--- src/rtl/dec_pkg.sv ---
`timescale 1ns/1ps
package dec_pkg;
  typedef enum logic {
    IRQ_LEVEL = 1'b0,
    IRQ_EDGE  = 1'b1
  } irq_mode_e;

  localparam int unsigned RD_W = 64;
endpackage

--- src/rtl/dec_rst_sync.sv ---
`timescale 1ns/1ps
module dec_rst_sync #(
  parameter int unsigned STAGES = 2
) (
  input  logic clk,
  input  logic rst_n,
  output logic rst_n_s
);
  logic [STAGES-1:0] sync_q;

  always_ff @(posedge clk or negedge rst_n) begin
    if (!rst_n) sync_q <= '0;
    else        sync_q <= {sync_q[STAGES-2:0], 1'b1};
  end

  assign rst_n_s = sync_q[STAGES-1];
endmodule

--- src/rtl/dec_count.sv ---
`timescale 1ns/1ps
module dec_count #(
  parameter int unsigned DEC_W = 32
) (
  input  logic             clk,
  input  logic             rst_n,
  input  logic             tick_en,
  input  logic             wr_en,
  input  logic [DEC_W-1:0] wr_val,
  output logic [DEC_W-1:0] cnt_q,
  output logic             ev_uflow,
  output logic             ev_wr_neg,
  output logic             ev_wr_pos,
  output logic             prev_nonneg
);
  localparam int unsigned SIGN = DEC_W - 1;

  logic [DEC_W-1:0] cnt_d;
  logic             cnt_en;

  always_comb begin
    cnt_en = wr_en | tick_en;
    if (wr_en) cnt_d = wr_val;
    else       cnt_d = cnt_q - {{(DEC_W-1){1'b0}}, 1'b1};
  end

  always_ff @(posedge clk or negedge rst_n) begin
    if (!rst_n)      cnt_q <= '1;
    else if (cnt_en) cnt_q <= cnt_d;
  end

  assign ev_uflow    = tick_en & ~wr_en & (cnt_q == '0);
  assign ev_wr_neg   = wr_en & wr_val[SIGN];
  assign ev_wr_pos   = wr_en & ~wr_val[SIGN];
  assign prev_nonneg = ~cnt_q[SIGN];


  wr_load_chk: assert property (@(posedge clk) disable iff (!rst_n)
    wr_en |=> cnt_q == $past(wr_val));


  dec_step_chk: assert property (@(posedge clk) disable iff (!rst_n)
    (tick_en && !wr_en) |=> cnt_q == $past(cnt_q) - 1'b1);


  hold_chk: assert property (@(posedge clk) disable iff (!rst_n)
    (!tick_en && !wr_en) |=> $stable(cnt_q));
endmodule

--- src/rtl/dec_irq.sv ---
`timescale 1ns/1ps
module dec_irq
  import dec_pkg::*;
(
  input  logic clk,
  input  logic rst_n,
  input  logic mode,
  input  logic ack,
  input  logic ev_uflow,
  input  logic ev_wr_neg,
  input  logic ev_wr_pos,
  input  logic prev_nonneg,
  output logic irq_q
);
  irq_mode_e mode_e;
  logic      set_ev;
  logic      clr_ev;
  logic      irq_d;

  always_comb begin
    mode_e = irq_mode_e'(mode);
    if (mode_e == IRQ_LEVEL) begin
      set_ev = ev_uflow | ev_wr_neg;
      clr_ev = ev_wr_pos;
    end else begin
      set_ev = ev_uflow | (ev_wr_neg & prev_nonneg);
      clr_ev = ack;
    end
    if (set_ev)      irq_d = 1'b1;
    else if (clr_ev) irq_d = 1'b0;
    else             irq_d = irq_q;
  end

  always_ff @(posedge clk or negedge rst_n) begin
    if (!rst_n) irq_q <= 1'b0;
    else        irq_q <= irq_d;
  end


  uflow_raise_chk: assert property (@(posedge clk) disable iff (!rst_n)
    ev_uflow |=> irq_q);


  level_clear_chk: assert property (@(posedge clk) disable iff (!rst_n)
    (mode == 1'b0 && ev_wr_pos) |=> !irq_q);


  level_ack_ignored_chk: assert property (@(posedge clk) disable iff (!rst_n)
    (mode == 1'b0 && irq_q && !ev_wr_pos) |=> irq_q);


  edge_ack_chk: assert property (@(posedge clk) disable iff (!rst_n)
    (mode == 1'b1 && ack && !ev_uflow && !ev_wr_neg) |=> !irq_q);


  edge_no_reraise_chk: assert property (@(posedge clk) disable iff (!rst_n)
    (mode == 1'b1 && !irq_q && !prev_nonneg && !ev_uflow) |=> !irq_q);
endmodule

--- src/rtl/dec_timer.sv ---
`timescale 1ns/1ps
module dec_timer
  import dec_pkg::*;
#(
  parameter int unsigned DEC_W = 32
) (
  input  logic        clk,
  input  logic        rst_n,
  input  logic        tick_en,
  input  logic        wr_en,
  input  logic [63:0] wr_data,
  input  logic        irq_mode,
  input  logic        irq_ack,
  output logic [63:0] rd_data,
  output logic        irq
);
  localparam int unsigned PAD_W = RD_W - DEC_W;

  logic             rst_n_s;
  logic [DEC_W-1:0] cnt_q;
  logic             ev_uflow;
  logic             ev_wr_neg;
  logic             ev_wr_pos;
  logic             prev_nonneg;

  dec_rst_sync #(.STAGES(2)) u_rst (
    .clk     (clk),
    .rst_n   (rst_n),
    .rst_n_s (rst_n_s)
  );

  dec_count #(.DEC_W(DEC_W)) u_cnt (
    .clk         (clk),
    .rst_n       (rst_n_s),
    .tick_en     (tick_en),
    .wr_en       (wr_en),
    .wr_val      (wr_data[DEC_W-1:0]),
    .cnt_q       (cnt_q),
    .ev_uflow    (ev_uflow),
    .ev_wr_neg   (ev_wr_neg),
    .ev_wr_pos   (ev_wr_pos),
    .prev_nonneg (prev_nonneg)
  );

  dec_irq u_irq (
    .clk         (clk),
    .rst_n       (rst_n_s),
    .mode        (irq_mode),
    .ack         (irq_ack),
    .ev_uflow    (ev_uflow),
    .ev_wr_neg   (ev_wr_neg),
    .ev_wr_pos   (ev_wr_pos),
    .prev_nonneg (prev_nonneg),
    .irq_q       (irq)
  );

  generate
    if (PAD_W > 0) begin : g_pad
      logic unused_hi;
      assign unused_hi = ^wr_data[RD_W-1:DEC_W];
      assign rd_data   = {{PAD_W{1'b0}}, cnt_q};
    end else begin : g_full
      assign rd_data = cnt_q;
    end
  endgenerate


  reset_quiet_chk: assert property (@(posedge clk) disable iff (!rst_n)
    !rst_n_s |=> !irq);


  rd_pad_chk: assert property (@(posedge clk) disable iff (!rst_n_s)
    (rd_data >> DEC_W) == 64'd0);
endmodule

--- config.mk ---
export PLATFORM = sky130hd
export DESIGN_NAME = dec_timer
export DESIGN_NICKNAME = d
export VERILOG_FILES = /design/src/rtl/dec_pkg.sv /design/src/rtl/dec_rst_sync.sv /design/src/rtl/dec_count.sv /design/src/rtl/dec_irq.sv /design/src/rtl/dec_timer.sv
export SDC_FILE = /design/constraint.sdc
export NUM_CORES = 1
export LEC_CHECK = 0
export ABC_AREA = 1
export BUFFER_PORTS_ARGS = -buffer_cell sky130_fd_sc_hd__buf_4
export CORE_MARGIN = 1
export CORE_UTILIZATION = 45
export DETAILED_ROUTE_END_ITERATION = 8
export PLACE_DENSITY = 0.82
export SLEW_MARGIN = 0
export SYNTH_ARGS = -nofsm -noshare
export SYNTH_HDL_FRONTEND = slang
export SYNTH_SLANG_ARGS = --single-unit
--- constraint.sdc ---
create_clock -name clk -period 1.1 [get_ports clk]
set_input_delay 0.22 -clock clk [delete_from_list [all_inputs] [get_ports clk]]
set_output_delay 0.22 -clock clk [all_outputs]
set_load 0.005 [all_outputs]
# After elaboration in Yosys (flattened, before gate mapping)
# Cells that the tools add are included.
# word_totals
ff_bits	35
word_cells	22
# classes
n_addsub	1
muxes	5
n_bitwise	11
reduce_logical	2
# op_table
operator	count
logical NOT 32 bit	1
2-to-1 mux 32 bit	1
subtractor 32 x 1 -> 32 bit, second input constant	1
bitwise AND 1 bit	5
2-to-1 mux 1 bit	4
NOT 1 bit	3
bitwise OR 1 bit	3
nonzero test 2 bit	1

# Longest topological paths before layout
# Gate-level depths: netlist (run 1).
# depth
ltp_word	6
ltp_mapped	10

# By module
# Synthesis (run 1) repeated with hierarchy kept, for this count alone.
# hier_totals
cells_unflattened	384
area_unflattened_um2	2670.1
# by_module_without_submodules
mod	instances	cells_each	area_per_inst_um2	seq_area_each_um2
dec_count	1	338	2311.0	840.8
dec_timer	1	33	244.0	0.0
dec_irq	1	10	61.3	25.0
dec_rst_sync	1	3	53.8	50.0

# Worst setup path after synthesis (run 1)
# Ideal clock, no wire load.
# synth_path
path_kind	flip-flop to flip-flop
startpoint	register u_cnt.cnt_q[0]
endpoint	register u_cnt.cnt_q[14]
setup_ns	0.064
arrival_ns	1.394
slack_ns	-0.358
stages_incl_launch_ff	9
n_path_buf	0
path_cell_list	dfstp_2 > inv_1 > ha_1 > nand2_2 > nor2_2 > nand2_2 > xor2_1 > nand2_1 > nand3_1
# synth_via
elab_chain_cells	2
# synth_rtl
item	line_no	text
from (decl)	dec_count.sv:10	output logic [DEC_W-1:0] cnt_q,
from (signal assigned)	dec_count.sv:29	else if (cnt_en) cnt_q <= cnt_d;
subtractor 32 x 1 -> 32 bit	dec_count.sv:24	else cnt_d = cnt_q - {{(DEC_W-1){1'b0}}, 1'b1};
2-to-1 mux 32 bit	dec_count.sv:23	if (wr_en) cnt_d = wr_val;
# Every way passes these cells.
# A chain may end at the register's enable or synchronous reset.

# Worst setup path in the final report (run 1)
# layout_path
startpoint	register u_cnt.cnt_q[1]
endpoint	register u_irq.irq_q
# layout_via
elab_chain_cells	5
word_cells_on_any_way	7
# layout_rtl
item	line_no	text
logical NOT 32 bit *	dec_count.sv:32	assign ev_uflow = tick_en & ~wr_en & (cnt_q == '0);
bitwise AND 1 bit *	dec_count.sv:32	
bitwise OR 1 bit (on tied branches)	dec_irq.sv:23, dec_irq.sv:26	
2-to-1 mux 1 bit *	dec_irq.sv:22	if (mode_e == IRQ_LEVEL) begin
2-to-1 mux 1 bit or nonzero test 2 bit (tied branches)	--	
to (signal assigned)	dec_irq.sv:36	else irq_q <= irq_d;
to (decl)	dec_irq.sv:13	output logic irq_q
# Mark *: on every way between the ends. The rest lies on a longest branch, timed or not.

==> results of run 1 <==
## repair_timing
item | 4_1_cts | 5_1_grt
gates cloned | 1 | 0
endpoints found under the setup margin | 64 | 64
pin swaps | 12 | 16
resized for setup | 68 | 42
buffers inserted | 26 | 14
endpoints found under the hold margin | 2 | 0
hold buffers | 1 | 0
## registers in the layout, summed over array words and instances, names as in the netlist
signal	count
u_cnt.cnt_q	32
u_rst.sync_q	2
u_irq.irq_q	1
## critical path, stage by stage (launching register included)
cell and delay (ns):
dfstp_2 0.58, inv_2 0.07, ha_4 0.18, nand2_8 0.10, nor2_8 0.06, nand3_2 0.11, nor2_1 0.07, nand2_1 0.07
nand3_1 0.08
## logic make-up (layout without fill, tap and decap cells)
family | Yosys count | after routing | synth area share
AO/OA/AOI/OAI | 36 | 36 | 0.0915
XOR/XNOR | 13 | 13 | 0.0416
adder cells (fa/ha/maj) | 1 | 1 | 0.00458
buffers and inverters | 72 | 200 | 0.145
flip-flops | 35 | 35 | 0.335
other | 2 | 33 | 0.00275
AND/OR/NAND/NOR | 226 | 227 | 0.379
## metrics by stage
stage               hold slack, ns  worst slack (ns)  cells  TNS, ns
global route                 0.154            -0.451    620   -16.97
floorplan                  -0.0756            -0.190    416    -3.40
CTS                          0.140            -0.281    612   -11.97
detailed placement         0.00317            -0.270    577    -6.25
finish                       0.141            -0.348    620   -14.55
global placement           0.00189            -0.240    577    -5.33
## final timing paths
| check | depth (start not counted) | to | from | slack [ns] |
|---|---|---|---|---|
| max | 8 | u_irq.irq_q | u_cnt.cnt_q[1] | -0.35 |
| min | 3 | u_cnt.cnt_q[5] | wr_data[5] | 0.14 |
| max reg2reg | 8 | u_irq.irq_q | u_cnt.cnt_q[1] | -0.35 |
| min reg2reg | 1 | u_irq.irq_q | u_rst.sync_q[1] | 0.25 |
| max in group asynchronous | 1 | u_cnt.cnt_q[17] | u_rst.sync_q[1] | 0.60 |
| min in group asynchronous | 1 | u_irq.irq_q | u_rst.sync_q[1] | 0.25 |
## power groups by stage
stage | Clock (mW) | Combinational [mW] | Sequential [mW]
after floorplan | 0 | 0.720 | 1.74
after global placement | 0 | 1.44 | 1.69
after detailed placement | 0 | 1.47 | 1.69
after CTS | 1.07 | 1.82 | 1.70
after global routing | 1.14 | 2.20 | 1.75
final | 1.08 | 2.03 | 1.74
## layout by cell type (no fill, tap or decap), types with 3 or more instances in the layout
| cell | netlist | final |
|---|---|---|
| nor2_4 | 4 | 15 |
| nand4_1 | 5 | 5 |
| clkbuf_8 | 0 | 7 |
| buf_12 | 0 | 3 |
| inv_1 | 28 | 26 |
| conb_1 | 2 | 33 |
| buf_6 | 0 | 59 |
| dfstp_2 | 32 | 32 |
| nand3_2 | 1 | 5 |
| o21bai_1 | 4 | 4 |
| xor2_1 | 10 | 10 |
| nand3_1 | 26 | 22 |
| o21ai_1 | 5 | 6 |
| a22oi_1 | 16 | 16 |
| nor2_2 | 7 | 18 |
| nand2_1 | 115 | 108 |
| nor2_1 | 51 | 30 |
| o211ai_1 | 5 | 5 |
| buf_4 | 32 | 98 |
| dfrtp_1 | 3 | 3 |
| nand2_2 | 8 | 11 |
| nand2_4 | 4 | 7 |
## routing by layer
metal  part of all wire  vias up  routed length, um  track usage
met4              0.035        0                333        0.113
met3              0.070       37                675       0.0480
met5                  0        -                  0            0
met1               0.39     1505               3750        0.363
li1                   -     1487                  -            -
met2               0.51      177               4880        0.501
## layout make-up
class | instances | area [um^2]
multi-input combinational | 310 | 1750
timing repair buffer | 161 | 1470
fill | 413 | 1430
sequential | 35 | 916
inverter | 31 | 121
clock buffer | 8 | 100
tap | 75 | 93.8
==> results.md, run 1 <==
* Final Instance Area at 0.00445 mm^2
* Total power at 4.85 mW
* Total number of vias at approximately 3200
* # DRC at 0
* Worst setup SP type: flip-flop
* Placed Area at about 0.0037 mm^2
* Violated checks: setup timing
* Worst-path clk slew at 0.08 ns
* Detailed Route WL at 9640 um
* Gr usage total at 0.292
* Area leader, netlist: dfstp_2
* Clock share of power at 0.222
* Gr ovfl total at 0
* Area added between synthesis and finish at 62.9%
* Logic pwr share at 0.419
* Share of the synthesized area in the top cell type at 0.308
* Iter 0 DRT Violations at 262
* Synthesized area per cell at 7.10 um^2
* DR WL/cell at roughly 16 um
* RSZ-0062 raised after global routing: yes
* Core Box Area at 0.00589 mm^2
* Hold Vio Cnt, Final at 0
* Die Span X at around 80 um
* Worst Hold Class: primary input to flip-flop
* Final core utilization at 0.757
* Final setup viols at 64
* Pwr dens at roughly 1100 mW/mm^2
* Switching power of the nets at 1.65 mW
* Port buffer count at 70
* CP Class: flip-flop to flip-flop
* Layout Skew at 0.00658 ns
* Most common cell in the netlist: nand2_1
* Later-pin clock latency in the skew report at 0.30 ns
* Die ar. at roughly 0.0064 mm^2
* Number of diodes at 0
* CTS tree: built
* Peak supply drop at slightly above 0.7 mV
* Setup ws final at -0.348 ns
* FFs w/ async S/R, synth at 1.00
* Num CTS Buffers at 5
* Placer congestion estimate at 0.906
* Die height at 79.9 um
* Clock sinks at 35
* Synth unique cells at 33
* Sw Share at 0.340
* Status: complete, but fails checks
* CP max FO at 5
* Top-Level Pins at 135
* Starting density of the core at 0.464
* Crit path required time at 1.26 ns
* Period Utilization, post-route at 1.32
* Worst Path Arrival at around 1.6 ns
* Root Driver: clkbuf_8
* Number of flops mapped to enable cells by yosys at 0
* Min Tclk post-route at roughly 1.4 ns
* Post-Syn Area at 0.00273 mm^2
* Area contributors post-synth: dfstp_2, nand2_1, buf_4
* Max Freq at 691 MHz
* Number of routed nets with antenna violations at 0
* Post-synth top cells: nand2_1, nor2_1, buf_4, dfstp_2, inv_1
* Share of power burned in registers at 0.359
* HPWL Detailed at 5980 um
* Clock Path Buffers at 2
* Share of cells above drive strength 1 at 0.490
* Worst setup EP type: flip-flop
* Fin nets at 615
* Drt via density at 5.17
* Initial antenna violation count at 0
* Largest net degree at the start of global routing at 34
* Rows at 28
* Sequential element share of the synthesized area at 0.335
* P_int at 3.20 mW
* MaxCap Viol Count at 0
* Cells after Synth at between 300 and 400
* Final Max Tran Viols at 0
* Seq cells post-synth at 35
* H-tree levels at 2
* YS warnings at 0
* Leak Pwr at 2.20 nW
* Vias in the first global route at just under 3000
* First-pass GRT wire length at about 14000 um
* DRT Pass-1 Iters at 5
* Post-synth top flop: dfstp_2
(Power assumes the default switching activity.)
==> run 2, diff against run 1 <==
CORE_UTILIZATION = 42   (was 45)
PLACE_DENSITY = 0.8   (was 0.82)
clock period = 1.2 ns   (was 1.1 ns; I/O delays follow)
==> results.md, run 2 (synthesis gave the netlist of run 1 again) <==
* Worst Hold Class: primary input to flip-flop
* Worst setup EP type: flip-flop
* RR Startpoint: u_cnt.cnt_q[0]
* Worst Setup SP: u_cnt.cnt_q[0]
* Met3 Use GR at 0.0440 (-0.00404)
* Num CTS Buffers at 5 (unchanged)
* Clock sinks at 35 (unchanged)
* Placer congestion estimate at 0.922 (+1.7%)
* Crit path required time at 1.45 ns (+0.19 ns)
* DR WL/cell at 16.5 um (+6.0%)
* Reg with most FFs: u_cnt.cnt_q
* Min Tclk post-route at 1.54 ns (+0.0925 ns)
* Grt met1 use at 0.345 (-0.0177)
* Pwr dens at 975 mW/mm^2 (-10%)
* Layout Skew at 0.0128 ns (+0.00621 ns)
* Number of diodes at 0 (unchanged)
* Die Span X at 82.7 um (+3.4%)
* Iter 0 DRT Violations at 303 (+16%)
* Rows at 29 (+3.6%)
* Die ar. at 0.00684 mm^2 (+7.0%)
* Final Max Tran Viols at 0 (unchanged)
* Root Driver: clkbuf_8
* Number of routed nets with antenna violations at 0 (unchanged)
* Drt via density at 5.37 (+3.9%)
* # DRC at 0 (unchanged)
* Period Utilization, post-route at 1.28 (-0.0327)
* H-tree levels at 2 (unchanged)
* Area added between synthesis and finish at 66.7%
* Worst setup SP type: flip-flop
* Status: complete, but fails checks
* Fin nets at 617 (+0.33%)
* GRT Max-Usage Layer: met2
* Clock share of power at 0.206 (-0.016)
* Slowest CP cell: dfstp_2
* Setup TNS at -9.62 ns (+4.93 ns)
* Largest net degree at the start of global routing at 22 (-35%)
* Share of power burned in registers at 0.357 (-0.002)
* Die height at 82.7 um (+3.4%)
* Worst-path clk slew at 0.09 ns (about the same)
* Crit-path leading delay family: simple AND/OR/NAND/NOR gates
* Leak Pwr at 2.27 nW (+3.0%)
* CTS tree: built
* Max Freq at 649 MHz (-6.0%)
* Setup ws final at -0.341 ns (+0.00755 ns)
* Crit path buf inv count at 2 (+1)
* Largest register FFs at 32 (unchanged)
* Final setup viols at 60 (-6.3%)
* Total number of vias at 3351 (+4.5%)
* Sw Share at 0.362 (+0.0215)
* Starting density of the core at 0.433 (-0.0315)
* HPWL Detailed at 6000 um (+0.43%)
* Logic pwr share at 0.437 (+0.018)
* Hold Vio Cnt, Final at 0 (unchanged)
* DRT Pass-1 Iters at 5 (unchanged)
* Violated checks: setup timing
* Final core utilization at 0.722 (-0.0346)
* Clock Path Buffers at 2 (unchanged)
* Later-pin clock latency in the skew report at 0.31 ns (about the same)
* Largest stage delay, worst path at 0.40 ns (-0.18 ns)
* Commonest non-fill, non-tap cell in the layout: nand2_1
* Initial antenna violation count at 0 (unchanged)
* CP Class: flip-flop to flip-flop
* Peak supply drop at 0.660 mV (-6.8%)
* Port buffer count at 70 (unchanged)
* Detailed Route WL at 10300 um (+6.7%)
* Commonest cells after routing, fill and taps aside: nand2_1, buf_4, buf_6
* Gr usage total at 0.296 (+0.00436)
* Worst Path Arrival at 1.79 ns (+0.18 ns)
* Share of cells above drive strength 1 at 0.506 (+0.0165)
* First-pass GRT wire length at 15000 um (+5.6%)
* CP max FO at 4 (-1)
* P_int at 2.84 mW (-11%)
* Met2 usage at 0.533 (+0.0319)
* Gr ovfl total at 0 (unchanged)
* Top-Level Pins at 135 (unchanged)
* MaxCap Viol Count at 0 (unchanged)
* Top Registers: u_cnt.cnt_q (32), u_rst.sync_q (2), u_irq.irq_q (1)
* Core Box Area at 0.00631 mm^2 (+7.3%)
* Vias in the first global route at 3136 (+5.6%)
* Switching power of the nets at 1.61 mW (-2.5%)
* Cell Chain, Critical Path: inv_4, ha_4, nand2_8, nor2_4, buf_6, xor2_1, nand2_1, nand3_1
* Worst hold start: wr_data[1]
* RSZ-0062 raised after global routing: yes
## run 2: cell count changes in the layout (fill, tap and decap cells not counted), sizes merged
cell | before | now
inv | 30 | 29
buf | 160 | 162
clkinv | 1 | 3
clkbuf | 8 | 7
## run 2: repair_timing
action / CTS / global route
resized for setup: 86 / 48
buffers inserted: 28 / 16
pin swaps: 30 / 18
hold buffers: 1 / 0
hold endpoints to repair: 2 / 0
cloned: 1 / 0
endpoints found under the setup margin: 63 / 61
## run 2: final cells by class
cell class	count	area [um^2]
timing repair buffer	163	1500
inverter	31	124
multi-input combinational	310	1840
fill	439	1760
clock inverter	1	5.00
tap	77	96.3
clock buffer	7	76.3
sequential	35	916
## run 2: worst paths after layout
kind / slack (ns) / to / depth (start not counted)
max: -0.34 / u_cnt.cnt_q[6] / 8
min: 0.15 / u_cnt.cnt_q[1] / 3
min in group asynchronous: 0.20 / u_irq.irq_q / 1
max reg2reg: -0.34 / u_cnt.cnt_q[6] / 8
max in group asynchronous: 0.65 / u_cnt.cnt_q[13] / 1
min reg2reg: 0.20 / u_irq.irq_q / 1
## run 2: stage by stage
step	worst slack, ns	cells	instance area, um^2	hold slack [ns]	power [mW]
floorplan	-0.0906	416	2880	-0.0556	2.25
global placement	-0.144	575	3650	0.0237	2.82
detailed placement	-0.169	575	3650	0.0243	2.86
CTS	-0.196	613	4310	0.153	4.15
global route	-0.357	624	4560	0.163	4.65
finish	-0.341	624	4560	0.147	4.44
## run 2: worst register-to-register path, delay by kind of cell (launching register included)
| kind | cells | cell delay, ns |
|---|---|---|
| buffers and inverters | 2 | 0.20 |
| XOR/XNOR | 1 | 0.19 |
| adder cells (fa/ha/maj) | 1 | 0.18 |
| flip-flops | 1 | 0.40 |
| AND/OR/NAND/NOR | 4 | 0.52 |
## run 2: routing by layer
metal / routed length, um / up-vias
li1: - / 1488
met4: 576 / 0
met1: 3760 / 1593
met2: 5210 / 213
met5: 0 / -
met3: 738 / 57
## run 2: power by group through the flow
stage,logic (mW),clock network [mW],registers [mW]
3_5_place_dp,1.31,0,1.55
6_report,1.94,0.917,1.59
2_1_floorplan,0.655,0,1.59
3_3_place_gp,1.28,0,1.54
5_1_grt,2.09,0.969,1.60
4_1_cts,1.71,0.893,1.55
